File: config.mk
export PLATFORM = sky130hd
export DESIGN_NAME = mdio_master
export DESIGN_NICKNAME = d
export VERILOG_FILES = /design/src/rtl/mdio_pkg.sv /design/src/rtl/mdio_ctrl.sv /design/src/rtl/mdio_datapath.sv /design/src/rtl/mdio_master.sv
export SDC_FILE = /design/constraint.sdc
export NUM_CORES = 1
export LEC_CHECK = 0
export ABC_AREA = 1
export BUFFER_PORTS_ARGS = -buffer_cell sky130_fd_sc_hd__buf_2
export CORE_MARGIN = 2
export CORE_UTILIZATION = 55
export DETAILED_ROUTE_END_ITERATION = 7
export PLACE_DENSITY = 0.86
export SYNTH_ARGS = -nofsm -noshare
export SYNTH_HDL_FRONTEND = slang
export SYNTH_SLANG_ARGS = --single-unit
File: constraint.sdc
create_clock -name clk -period 2.2 [get_ports clk]
set_input_delay 0.33 -clock clk [delete_from_list [all_inputs] [get_ports clk]]
set_output_delay 0.33 -clock clk [all_outputs]
set_load 0.03 [all_outputs]
File: src/rtl/mdio_pkg.sv
package mdio_pkg;
  localparam int BIT_W = 7;

  localparam logic [BIT_W-1:0] PRE_LEN   = 7'd32;
  localparam logic [BIT_W-1:0] TA_POS    = 7'd46;
  localparam logic [BIT_W-1:0] DATA_POS  = 7'd48;
  localparam logic [BIT_W-1:0] FRAME_LEN = 7'd64;

  localparam logic [1:0] SEL_CTRL = 2'd0;
  localparam logic [1:0] SEL_DATA = 2'd1;
  localparam logic [1:0] SEL_DIV  = 2'd2;

  typedef struct packed {
    logic load;     // latch a new frame
    logic advance;  // shift frame register at a falling MDC edge
    logic sample;   // capture MDIO at a rising MDC edge
    logic finish;   // frame complete, trailing period over
    logic driveEn;  // controller owns the MDIO line
  } mdioStrobe_t;
endpackage

File: src/rtl/mdio_ctrl.sv
module mdio_ctrl
  import mdio_pkg::*;
#(
  parameter int DIV_W = 8
) (
  input  logic             clk,
  input  logic             rstN,
  input  logic             startReq,
  input  logic             opWrite,
  input  logic [DIV_W-1:0] divIn,
  output logic             busy,
  output logic             mdc,
  output logic [BIT_W-1:0] bitIdx,
  output mdioStrobe_t      strobe
);
  logic [DIV_W-1:0] divHold;
  logic [DIV_W-1:0] divCnt;
  logic             phase;
  logic             running;
  logic [BIT_W-1:0] bitCnt;
  logic             halfEnd;
  logic             inFrame;

  assign halfEnd = running && (divCnt == divHold);
  assign inFrame = bitCnt < FRAME_LEN;

  always_comb begin
    strobe.load    = startReq && !running;
    strobe.advance = halfEnd && phase && (bitCnt >= PRE_LEN) && inFrame;
    strobe.sample  = halfEnd && !phase && !opWrite && (bitCnt >= DATA_POS) && inFrame;
    strobe.finish  = halfEnd && phase && (bitCnt == FRAME_LEN);
    strobe.driveEn = running && inFrame && (opWrite || (bitCnt < TA_POS));
  end

  always_ff @(posedge clk) begin
    if (!rstN) begin
      running <= 1'b0;
      phase   <= 1'b0;
      divCnt  <= '0;
      divHold <= '0;
      bitCnt  <= '0;
    end else if (strobe.load) begin
      running <= 1'b1;
      phase   <= 1'b0;
      divCnt  <= '0;
      divHold <= divIn;
      bitCnt  <= '0;
    end else if (running) begin
      if (halfEnd) begin
        divCnt <= '0;
        phase  <= !phase;
        if (phase) begin
          if (bitCnt == FRAME_LEN) running <= 1'b0;
          else                     bitCnt  <= bitCnt + 1'b1;
        end
      end else begin
        divCnt <= divCnt + 1'b1;
      end
    end
  end

  assign busy   = running;
  assign mdc    = running && phase && inFrame;
  assign bitIdx = bitCnt;
endmodule

File: src/rtl/mdio_datapath.sv
module mdio_datapath
  import mdio_pkg::*;
#(
  parameter int DIV_W    = 8,
  parameter int DIV_INIT = 39
) (
  input  logic             clk,
  input  logic             rstN,
  input  logic             regWrEn,
  input  logic [1:0]       regSel,
  input  logic [15:0]      regWData,
  input  logic [1:0]       regRdSel,
  output logic [15:0]      regRdData,
  input  mdioStrobe_t      strobe,
  input  logic             busy,
  input  logic [BIT_W-1:0] bitIdx,
  input  logic             mdioIn,
  output logic             startReq,
  output logic             opWrite,
  output logic [DIV_W-1:0] divOut,
  output logic             mdioOut,
  output logic             mdioOe
);
  localparam int SH_W = 32;

  logic [4:0]       phyReg;
  logic [4:0]       regReg;
  logic             opReg;
  logic [15:0]      dataReg;
  logic [DIV_W-1:0] divReg;
  logic [SH_W-1:0]  frameSh;
  logic [15:0]      capSh;
  logic             ctrlWr;
  logic             dataWr;
  logic             divWr;
  logic [SH_W-1:0]  frameNext;

  assign ctrlWr   = regWrEn && (regSel == SEL_CTRL) && !busy;
  assign dataWr   = regWrEn && (regSel == SEL_DATA) && !busy;
  assign divWr    = regWrEn && (regSel == SEL_DIV)  && !busy;
  assign startReq = ctrlWr && regWData[0];

  // start, opcode, phy, reg, turnaround, data: built from the word being written
  assign frameNext = {2'b01,
                      regWData[1] ? 2'b01 : 2'b10,
                      regWData[11:7],
                      regWData[6:2],
                      2'b10,
                      dataReg};

  always_ff @(posedge clk) begin
    if (!rstN) begin
      phyReg  <= '0;
      regReg  <= '0;
      opReg   <= 1'b0;
      dataReg <= '0;
      divReg  <= DIV_W'(DIV_INIT);
      frameSh <= '0;
      capSh   <= '0;
    end else begin
      if (ctrlWr) begin
        phyReg <= regWData[11:7];
        regReg <= regWData[6:2];
        opReg  <= regWData[1];
      end
      if (divWr) divReg <= regWData[DIV_W-1:0];
      if (strobe.load)         frameSh <= frameNext;
      else if (strobe.advance) frameSh <= {frameSh[SH_W-2:0], 1'b0};
      if (strobe.sample) capSh <= {capSh[14:0], mdioIn};
      if (dataWr)                         dataReg <= regWData;
      else if (strobe.finish && !opReg)   dataReg <= capSh;
    end
  end

  always_comb begin
    case (regRdSel)
      SEL_CTRL: regRdData = {4'b0000, phyReg, regReg, opReg, busy};
      SEL_DATA: regRdData = dataReg;
      SEL_DIV:  regRdData = 16'(divReg);
      default:  regRdData = '0;
    endcase
  end

  assign opWrite = opReg;
  assign divOut  = divReg;
  assign mdioOe  = strobe.driveEn;
  assign mdioOut = strobe.driveEn && ((bitIdx < PRE_LEN) ? 1'b1 : frameSh[SH_W-1]);
endmodule

File: src/rtl/mdio_master.sv
module mdio_master
  import mdio_pkg::*;
#(
  parameter int DIV_W    = 8,
  parameter int DIV_INIT = 39
) (
  input  logic        clk,
  input  logic        rstN,
  input  logic        regWrEn,
  input  logic [1:0]  regSel,
  input  logic [15:0] regWData,
  input  logic [1:0]  regRdSel,
  output logic [15:0] regRdData,
  output logic        mdc,
  output logic        mdioOut,
  output logic        mdioOe,
  input  logic        mdioIn
);
  mdioStrobe_t      strobe;
  logic             busyInt;
  logic             startReq;
  logic             opWriteInt;
  logic [DIV_W-1:0] divVal;
  logic [BIT_W-1:0] bitIdxInt;

  mdio_ctrl #(.DIV_W(DIV_W)) u_ctrl (
    .clk(clk), .rstN(rstN), .startReq(startReq), .opWrite(opWriteInt),
    .divIn(divVal), .busy(busyInt), .mdc(mdc), .bitIdx(bitIdxInt), .strobe(strobe)
  );

  mdio_datapath #(.DIV_W(DIV_W), .DIV_INIT(DIV_INIT)) u_dp (
    .clk(clk), .rstN(rstN), .regWrEn(regWrEn), .regSel(regSel), .regWData(regWData),
    .regRdSel(regRdSel), .regRdData(regRdData), .strobe(strobe), .busy(busyInt),
    .bitIdx(bitIdxInt), .mdioIn(mdioIn), .startReq(startReq), .opWrite(opWriteInt),
    .divOut(divVal), .mdioOut(mdioOut), .mdioOe(mdioOe)
  );
endmodule

After elaboration in Yosys (flattened, before gate mapping)
Cells that the tools add are included.
{"block": "totals", "register_bits": 108, "latchBits": 0, "ramBits": 0, "romBits": 0, "in_bits": 24, "memories": 0}
{"block": "op_classes", "n_addsub": 2, "mul": 0, "div": 0, "magnitude_cmp": 5, "eq_ne": 6, "shifts": 0, "n_mux": 13, "n_bitwise": 2, "reduce_logical": 34}
{"cell": "$mux 31", "n": 2}
{"cell": "$pmux 16 s3", "n": 1}
{"cell": "$mux 16", "n": 2}
{"cell": "$logic_and 1x1->1", "n": 23}
{"cell": "$ge 7x6->1 const B", "n": 2}
{"cell": "$lt 7x6->1 const B", "n": 2}
{"cell": "$add 8x1->8 const B", "n": 1}
{"cell": "$eq 8x8->1", "n": 1}
{"cell": "$mux 8", "n": 1}
{"cell": "$add 7x1->7 const B", "n": 1}
{"cell": "$eq 7x7->1 const B", "n": 1}
{"cell": "$lt 7x7->1 const B", "n": 1}
{"cell": "$mux 1", "n": 6}
{"cell": "$eq 2x1->1 const B", "n": 2}
{"cell": "$eq 2x2->1 const B", "n": 2}
{"cell": "$logic_not 2->1", "n": 2}
{"cell": "$reduce_and 4->1", "n": 1}
{"cell": "$reduce_bool 2->1", "n": 2}
{"cell": "$logic_not 1->1", "n": 3}
{"cell": "$mux 2", "n": 1}
{"cell": "$not 1->1", "n": 2}
{"cell": "$reduce_and 2->1", "n": 1}
{"cell": "$reduce_or 2->1", "n": 1}
{"cell": "$logic_or 1x1->1", "n": 1}

Depth between registers and ports, before layout
Gate-level depths: netlist of the first run.
{"block": "logic_depth", "word_depth": 7, "depth_mapped": 12}

Hierarchy
From an unflattened synthesis of the first run, not the netlist that was laid out.
{"block": "hier_totals", "hier_cells": 745, "hier_area_um2": 5162.5}
{"module": "mdio_datapath", "n_inst": 1, "cells_per_inst": 523, "area_per_inst_um2": 3687.3}
{"module": "mdio_ctrl", "n_inst": 1, "cells_per_inst": 222, "area_per_inst_um2": 1475.2}

Least setup slack after synthesis of the first run
Ideal clock, no wire load.
{"block": "synth_path", "path_type": "register to output", "from": "register u_ctrl.bitCnt[6] (netlist: u_ctrl.bitIdx[6])", "to": "output port mdioOut", "t_arrival_ns": 1.519, "setup_slack_ns": 0.351, "path_stages_with_launch": 6, "n_path_buf": 0, "path_cell_list": "dfxtp_1 -> nor2_2 -> inv_1 -> o21ai_0 -> a21oi_1 -> o21a_1"}
{"block": "synth_via", "elab_chain_len": 4}
{"element": "start: declaration", "line": "mdio_ctrl.sv:20", "text": "logic [BIT_W-1:0] bitCnt;"}
{"element": "start signal: assignment", "line": "mdio_ctrl.sv:54", "text": "else bitCnt <= bitCnt + 1'b1;"}
{"element": "$lt 7x7->1 / $lt 7x6->1 (equally long branches)", "line": "mdio_ctrl.sv:25, mdio_ctrl.sv:32"}
{"element": "$logic_and 1x1->1 / $logic_or 1x1->1 (equally long branches)", "line": "mdio_ctrl.sv:32", "text": "strobe.driveEn = running && inFrame && (opWrite || (bitCnt < TA_POS));"}
{"element": "$logic_and 1x1->1 (*)", "line": "mdio_ctrl.sv:32"}
{"element": "named net mdioOe", "line": "mdio_master.sv:16", "text": "output logic mdioOe,"}
{"element": "$logic_and 1x1->1 (*)", "line": "mdio_datapath.sv:87", "text": "assign mdioOut = strobe.driveEn && ((bitIdx < PRE_LEN) ? 1'b1 : frameSh[SH_W-1]);"}
{"element": "end: declaration", "line": "mdio_master.sv:15", "text": "output logic mdioOut,"}
Mark *: on every way through the listed nets, which the timed path passes. The rest lies on a longest branch.

Worst setup path after layout of the first run
{"block": "layout_path", "from": "register u_ctrl.bitCnt[5] (netlist: u_ctrl.bitIdx[5])", "to": "output port mdioOut"}
{"block": "layout_via", "elab_chain_len": 4}
{"element": "$lt 7x7->1 / $lt 7x6->1 (equally long branches)", "line": "mdio_ctrl.sv:25, mdio_ctrl.sv:32"}
{"element": "$logic_and 1x1->1 / $logic_or 1x1->1 (equally long branches)", "line": "mdio_ctrl.sv:32"}
{"element": "$logic_and 1x1->1", "line": "mdio_ctrl.sv:32"}
{"element": "$logic_and 1x1->1 (*)", "line": "mdio_datapath.sv:87"}
Mark *: on every way between the ends. The rest lies on a longest branch, timed or not.

==> summary.txt, run 1 <==
Drt
  – Final ANT Viol Nets: 0
  – DR vias: approximately 5000
  – Met1 WL: 5900 µm
  – Routed WL per cell: about 13 µm
  – Detailed Route WL: 12400 µm
  – Wire length on met2: 5580 µm
  – Drc violations: 0
  – Top routing layer used: met4
  – Initial drt markers: 344
  – Vias per inst: between 5 and 6
  – Drt pass-1 iters: 5
  – Metal3 WL: 667 µm

Synth
  – Mean area per synthesized cell: between 6 and 7 µm²
  – Count of cell types in the netlist: 35
  – Syn Nets: 807
  – Synth Cell Area: around 5300 µm²
  – Number of synthesized register bits: between 100 and 150
  – Cells after synthesis: 781
  – Sequential-to-total area share from yosys stat: 40.8%
  – Ys Warns: 0

Die
  – Die span in x: 102 µm
  – Die area: around 10000 µm²
  – Core ar.: 9280 µm²
  – Initial Util: ~57%
  – I/O pin cnt: 43
  – Rows: 35
  – Die height: 102 µm

Clock network
  – Worst-path clk slew: roughly 0.11 ns
  – H-tree depth: 3
  – # clock sinks: 108
  – # Post-CTS Setup Buffers: 0
  – Max Root-Sink Buffers: 2
  – Root Buffer: clkbuf_8
  – Cts hold-fix bufs: 0
  – TritonCTS Buffers: 9
  – TritonCTS clock tree: done
  – PostCTS Resize Cnt: 0
  – Clk_lat worst skew: 0.38 ns

GRT
  – Global-route wire length before repair: 21000 µm
  – GRT Overall Usage: 25.4%
  – Largest net degree at the start of global routing: 56
  – Initial antenna violation count: 0
  – Vias in the first global route: about 4500
  – Grt total ovfl: 0

Setup path
  – Reg2reg start: u_ctrl.divCnt[5]
  – R2r setup slk: 0.35 ns
  – Crit path DAT: 1.70 ns
  – Crit-path max FO: 6
  – Worst reg2reg path depth: 10
  – FF-to-FF End: u_dp.dataReg[6]
  – Setup crit start kind: register
  – CP endpoint kind: primary output
  – CP Data Required Time: approximately 1.9 ns
  – Critical path type: reg2out

Power and ir drop
  – Comb power frac: 10.1%
  – Cell-internal power: 2.55 mW
  – Leak pwr: roughly 2.6 nW
  – Max VDD drop: 0.478 mV
  – Flop pwr share: 57.7%
  – Clock share of power: 32.2%
  – Final Power: 3.52 mW
  – Switch share: between 20% and 30%
  – Cell area power density: 608 nW/µm²
  – Switching power total: 972 µW

Worst hold path
  – Hold Path Class: in2reg
  – WHS Path Cells: 3
  – Hold Crit Start: mdioIn
  – Hold path endpoint: u_dp.capSh[0]

Cells and area
  – Nets@finish: 837
  – Layout cells sized above 1: 12.7%
  – Diode count: 0
  – Filler instances: roughly 850
  – Area Growth Syn to Fin: 9.23%

Placement
  – I/O Buffers: 42
  – DPL Wire Length: 8630 µm
  – Pre-CTS setup slack: ~0.36 ns
  – Gpl congestion: 0.897

STA
  – Setup TNS: 0 ns
  – Hold_ws: 0.225 ns
  – Max-slew violations: 0
  – Worst slew pin tran: 0.694 ns
  – Final worst slack: between 0.15 and 0.2 ns
  – RSZ-0062 raised after global routing: false
  – Post-layout min period: 2.03 ns
  – Final hold vios: 0
  – Fmax: 492 MHz
  – Setup Viol. Count Final: 0
  – Crit share post-route: between 90% and 100%
  – Worst rel slew slack: 53.7%
  – Clk_skew: 0.0145 ns

Run
  – Max Cap Viol: 0

Run status
  – Status: completed
==> power by group through the flow <==
| stage | combinational, mW | clock, mW | sequential, mW |
|---|---|---|---|
| finish | 0.357 | 1.13 | 2.03 |
| global route | 0.398 | 1.24 | 2.04 |
| CTS | 0.355 | 1.16 | 2.03 |
| detailed placement | 0.353 | 0 | 2.08 |
| global placement | 0.349 | 0 | 2.07 |
| floorplan | 0.252 | 0 | 2.07 |
==> state kept, by name, indices dropped and copies added (netlist names) <==
signal and cells:
u_dp.regReg 5, u_ctrl.bitIdx 7, u_dp.dataReg 16, u_dp.frameSh 32
u_ctrl.busy 1, u_dp.divOut 8, u_dp.phyReg 5, u_dp.opWrite 1
u_ctrl.phase 1, u_dp.capSh 16, u_ctrl.divHold 8, u_ctrl.divCnt 8
==> worst max-delay path by stage <==
stage | from | depth (start not counted) | end
2_1_floorplan | u_ctrl.bitIdx[6] | 5 | mdioOut
3_3_place_gp | regRdSel[1] | 5 | regRdData[1]
3_5_place_dp | regRdSel[1] | 5 | regRdData[1]
4_1_cts | u_ctrl.bitIdx[5] | 7 | mdioOut
5_1_grt | u_ctrl.bitIdx[5] | 7 | mdioOut
6_report | u_ctrl.bitIdx[5] | 7 | mdioOut
==> through the flow <==
| step | cell area (µm²) | util, % | cells |
|---|---|---|---|
| after floorplan | 5300 | - | 781 |
| after global placement | 5610 | 60.4 | 929 |
| after detailed placement | 5610 | 60.4 | 929 |
| after CTS | 5790 | 62.3 | 945 |
| after global routing | 5790 | 62.3 | 945 |
| final | 5790 | 62.3 | 945 |
==> cells by family (layout without fill, tap and decap cells) <==
logic type,Yosys count,in the layout,share of synthesized area [%]
XOR/XNOR,7,7,1.16
buffers and inverters,160,195,12.4
AO/OA/AOI/OAI,144,144,14.6
adder cells (fa/ha/maj),2,2,0.472
AND/OR/NAND/NOR,351,351,28.7
flip-flops,108,108,40.8
multiplexers,9,9,1.91
==> worst max-delay path: stages, from the launching register on <==
cell and delay, ns:
dfxtp_1 0.47, inv_2 0.07, nor2_2 0.15, inv_1 0.05, o21ai_0 0.17, a21oi_1 0.12
o21a_1 0.12, buf_2 0.18
==> routing by layer <==
| metal | vias up | track usage (%) |
|---|---|---|
| met5 | - | 0 |
| met4 | 0 | 7.90 |
| met3 | 17 | 4.45 |
| met2 | 148 | 39.7 |
| met1 | 2253 | 36.0 |
| li1 | 2553 | - |
==> layout make-up <==
class                           count  area, µm²  area share (%)
Inverter                          119        449            7.76
Tap cell                          129        161            2.79
Clock inverter                      5       45.0           0.778
Multi-Input combinational cell    513       2480            42.9
Timing Repair Buffer               60        358            6.18
Sequential cell                   108       2160            37.4
Clock buffer                       11        131            2.27
==> synth_stat cells (all sizes together) <==
| library cell | count | area, µm² |
|---|---|---|
| mux2 | 9 | 101 |
| o21ai | 54 | 270 |
| o21a | 1 | 7.51 |
| nor3 | 8 | 50.1 |
| ha | 2 | 25.0 |
| dfxtp | 108 | 2160 |
| nand3 | 34 | 188 |
| buf | 20 | 128 |
| o221ai | 8 | 70.1 |
| nand2 | 161 | 619 |
| o211ai | 4 | 30.0 |
| a31oi | 1 | 6.26 |
| nor2 | 116 | 448 |
| o22ai | 4 | 25.0 |
| nand4 | 30 | 200 |
| xor2 | 7 | 61.3 |
| inv | 119 | 449 |
| a21oi | 71 | 355 |
| o32ai | 1 | 8.76 |
| clkbuf | 21 | 78.8 |
| nor3b | 2 | 15.0 |
==> cell usage in the layout (no fill, tap or decap), types with 3 or more instances in the layout <==
master,instances
a21oi_1,71
buf_2,42
buf_4,17
clkbuf_8,9
dfxtp_1,108
inv_1,111
inv_2,7
mux2_2,9
nand2_1,157
nand2_2,3
nand3_1,32
nand4_1,28
nor2_1,113
nor3_1,6
o211ai_1,4
o21ai_0,38
o21ai_1,16
o221ai_1,8
o22ai_1,4
xor2_1,7
(Power assumes the default switching activity.)
==> run 2: changes to the inputs <==
==> constraint.sdc (replaced) <==
create_clock -name clk -period 2.23 [get_ports clk]
set_input_delay 0.3345 -clock clk [delete_from_list [all_inputs] [get_ports clk]]
set_output_delay 0.3345 -clock clk [all_outputs]
set_load 0.03 [all_outputs]
==> summary.txt, run 2 (synthesis results as in run 1) <==
Cells and area
  – Post-route design area: 5800 µm²
  – Area occupied by multi-input gates: ~2500 µm²
  – Largest registers: u_dp.frameSh (32), u_dp.capSh (16), u_dp.dataReg (16)
  – Layout cells sized above 1: 13.0%
  – Diode count: 0
  – Filler instances: 831
  – Most frequent cells in the layout: 157 x nand2_1, 113 x nor2_1, 111 x inv_1
  – Sequential Area: 2160 µm²
  – Area Growth Syn to Fin: 9.40%
  – Most common cell after layout, fill and taps aside: nand2_1
  – Flip-flop count of the largest register after layout: 32
  – Most flop-heavy register: u_dp.frameSh
  – Nets@finish: approximately 840

Placement
  – I/O Buffers: 42
  – Gpl congestion: 0.840
  – DPL Wire Length: 8830 µm
  – DP Area: 5600 µm²

Drt
  – DR vias: between 4000 and 5000
  – Drc violations: 0
  – Vias per inst: 5.25
  – Detailed Route WL: 12700 µm
  – Drt pass-1 iters: 5
  – Final ANT Viol Nets: 0
  – Initial drt markers: 360
  – Routed WL per cell: around 13 µm

Setup path
  – R2r setup slk: approximately 0.37 ns
  – Setup crit start kind: register
  – Reg2reg start: u_ctrl.divCnt[0]
  – Worst reg2reg path depth: 10
  – Crit path DAT: 1.62 ns
  – CP Data Required Time: 1.90 ns
  – Crit-path max FO: 6
  – FF-to-FF End: u_dp.dataReg[5]
  – CP endpoint kind: primary output
  – Critical path type: reg2out

STA
  – RSZ-0062 raised after global routing: false
  – Clk_skew: 0.0114 ns
  – Setup TNS: 0 ns
  – Final hold vios: 0
  – Max-slew violations: 0
  – Worst rel slew slack: 51.2%
  – Worst slew pin tran: 0.730 ns
  – Setup Viol. Count Final: 0
  – Crit share post-route: 87.8%
  – Fmax: ~510 MHz
  – Post-layout min period: 1.96 ns

Clock network
  – # clock sinks: 108
  – Worst-path clk slew: 0.11 ns
  – PostCTS Resize Cnt: 0
  – H-tree depth: 3
  – Cts hold-fix bufs: 0
  – # Post-CTS Setup Buffers: 0
  – TritonCTS clock tree: done
  – Max Root-Sink Buffers: 2
  – TritonCTS Buffers: 9
  – Root Buffer: clkbuf_8
  – Clk_lat worst skew: about 0.37 ns

GRT
  – Vias in the first global route: 4410
  – Grt total ovfl: 0
  – Initial antenna violation count: 0
  – Largest net degree at the start of global routing: 56
  – GRT Overall Usage: 25.4%
  – Global-route wire length before repair: 21100 µm

Run status
  – Status: completed

Worst hold path
  – Hold Crit Start: regWData[4]
  – WHS Path Cells: 3
  – Hold Path Class: in2reg
  – Hold path endpoint: u_dp.divOut[4]

Power and ir drop
  – Switching power total: 1.01 mW
  – Switch share: about 28%
  – Cell area power density: 617 nW/µm²
  – Leak pwr: 2.66 nW
  – Cell-internal power: 2.57 mW
  – Comb power frac: 9.9%
  – Max VDD drop: 0.467 mV
  – Flop pwr share: approximately 56%
  – Clock share of power: 34.0%

Die
  – Rows: 35
  – I/O pin cnt: 43
  – Die height: 102 µm
  – Die span in x: 102 µm
  – Core ar.: roughly 9300 µm²
  – Die area: 10400 µm²
  – Initial Util: 57.1%

Run
  – Max Cap Viol: 0
run 2: cell types whose count changed in the layout (fill, tap and decap cells not counted):
cell        previous run  this run
buf_12                 1         0
buf_4                 17        18
clkbuf_1               2         0
clkbuf_8               9        10
clkinv_4               2         0
clkinvlp_4             1         0
inv_6                  1         3
inv_8                  1         3
run 2: worst max-delay path by stage:
stage | end | cells past startpoint | from
after floorplan | mdioOut | 5 | u_ctrl.bitIdx[6]
after global placement | regRdData[1] | 5 | regRdSel[1]
after detailed placement | regRdData[0] | 5 | regRdSel[1]
after CTS | mdioOut | 6 | u_ctrl.bitIdx[4]
after global routing | mdioOut | 6 | u_ctrl.bitIdx[4]
final | mdioOut | 6 | u_ctrl.bitIdx[4]
run 2: power groups by stage:
stage          clock network (mW)  logic, mW  registers, mW
6_report                     1.21      0.356           2.00
5_1_grt                      1.31      0.394           2.01
4_1_cts                      1.23      0.352           2.00
3_5_place_dp                    0      0.350           2.05
3_3_place_gp                    0      0.345           2.05
2_1_floorplan                   0      0.248           2.04
run 2: per-stage QoR:
| step | std cells | util, % | worst slack (ns) | hold WS (ns) | power [mW] |
|---|---|---|---|---|---|
| final | 945 | 62.4 | 0.272 | 0.239 | 3.58 |
| after global routing | 945 | 62.4 | 0.136 | 0.236 | 3.72 |
| after CTS | 945 | 62.4 | 0.241 | 0.235 | 3.59 |
| after detailed placement | 929 | 60.3 | 0.375 | 0.445 | 2.40 |
| after global placement | 929 | 60.3 | 0.347 | 0.433 | 2.39 |
| after floorplan | 781 | - | 0.376 | 0.421 | 2.29 |
run 2: final cells by class:
type | count | area share [%]
tap | 129 | 2.78
inverter | 119 | 7.75
clock inverter | 6 | 1.04
sequential | 108 | 37.3
clock buffer | 10 | 2.37
timing repair buffer | 60 | 5.96
multi-input combinational | 513 | 42.8
run 2: critical path, stage by stage (launching register included):
cell and delay (ns):
dfxtp_1 0.44, inv_1 0.09, nand3_1 0.09, o21ai_0 0.08, a21oi_1 0.19, o21a_1 0.17
buf_2 0.20
run 2: layer usage:
layer	wire length, µm	vias to the layer above	GRT usage [%]	share of wire, %
met5	0	-	0	0
met2	5710	157	39.2	45
met3	693	22	5.06	5.5
met4	226	0	7.38	1.8
met1	6050	2231	36.3	48
li1	-	2554	-	-
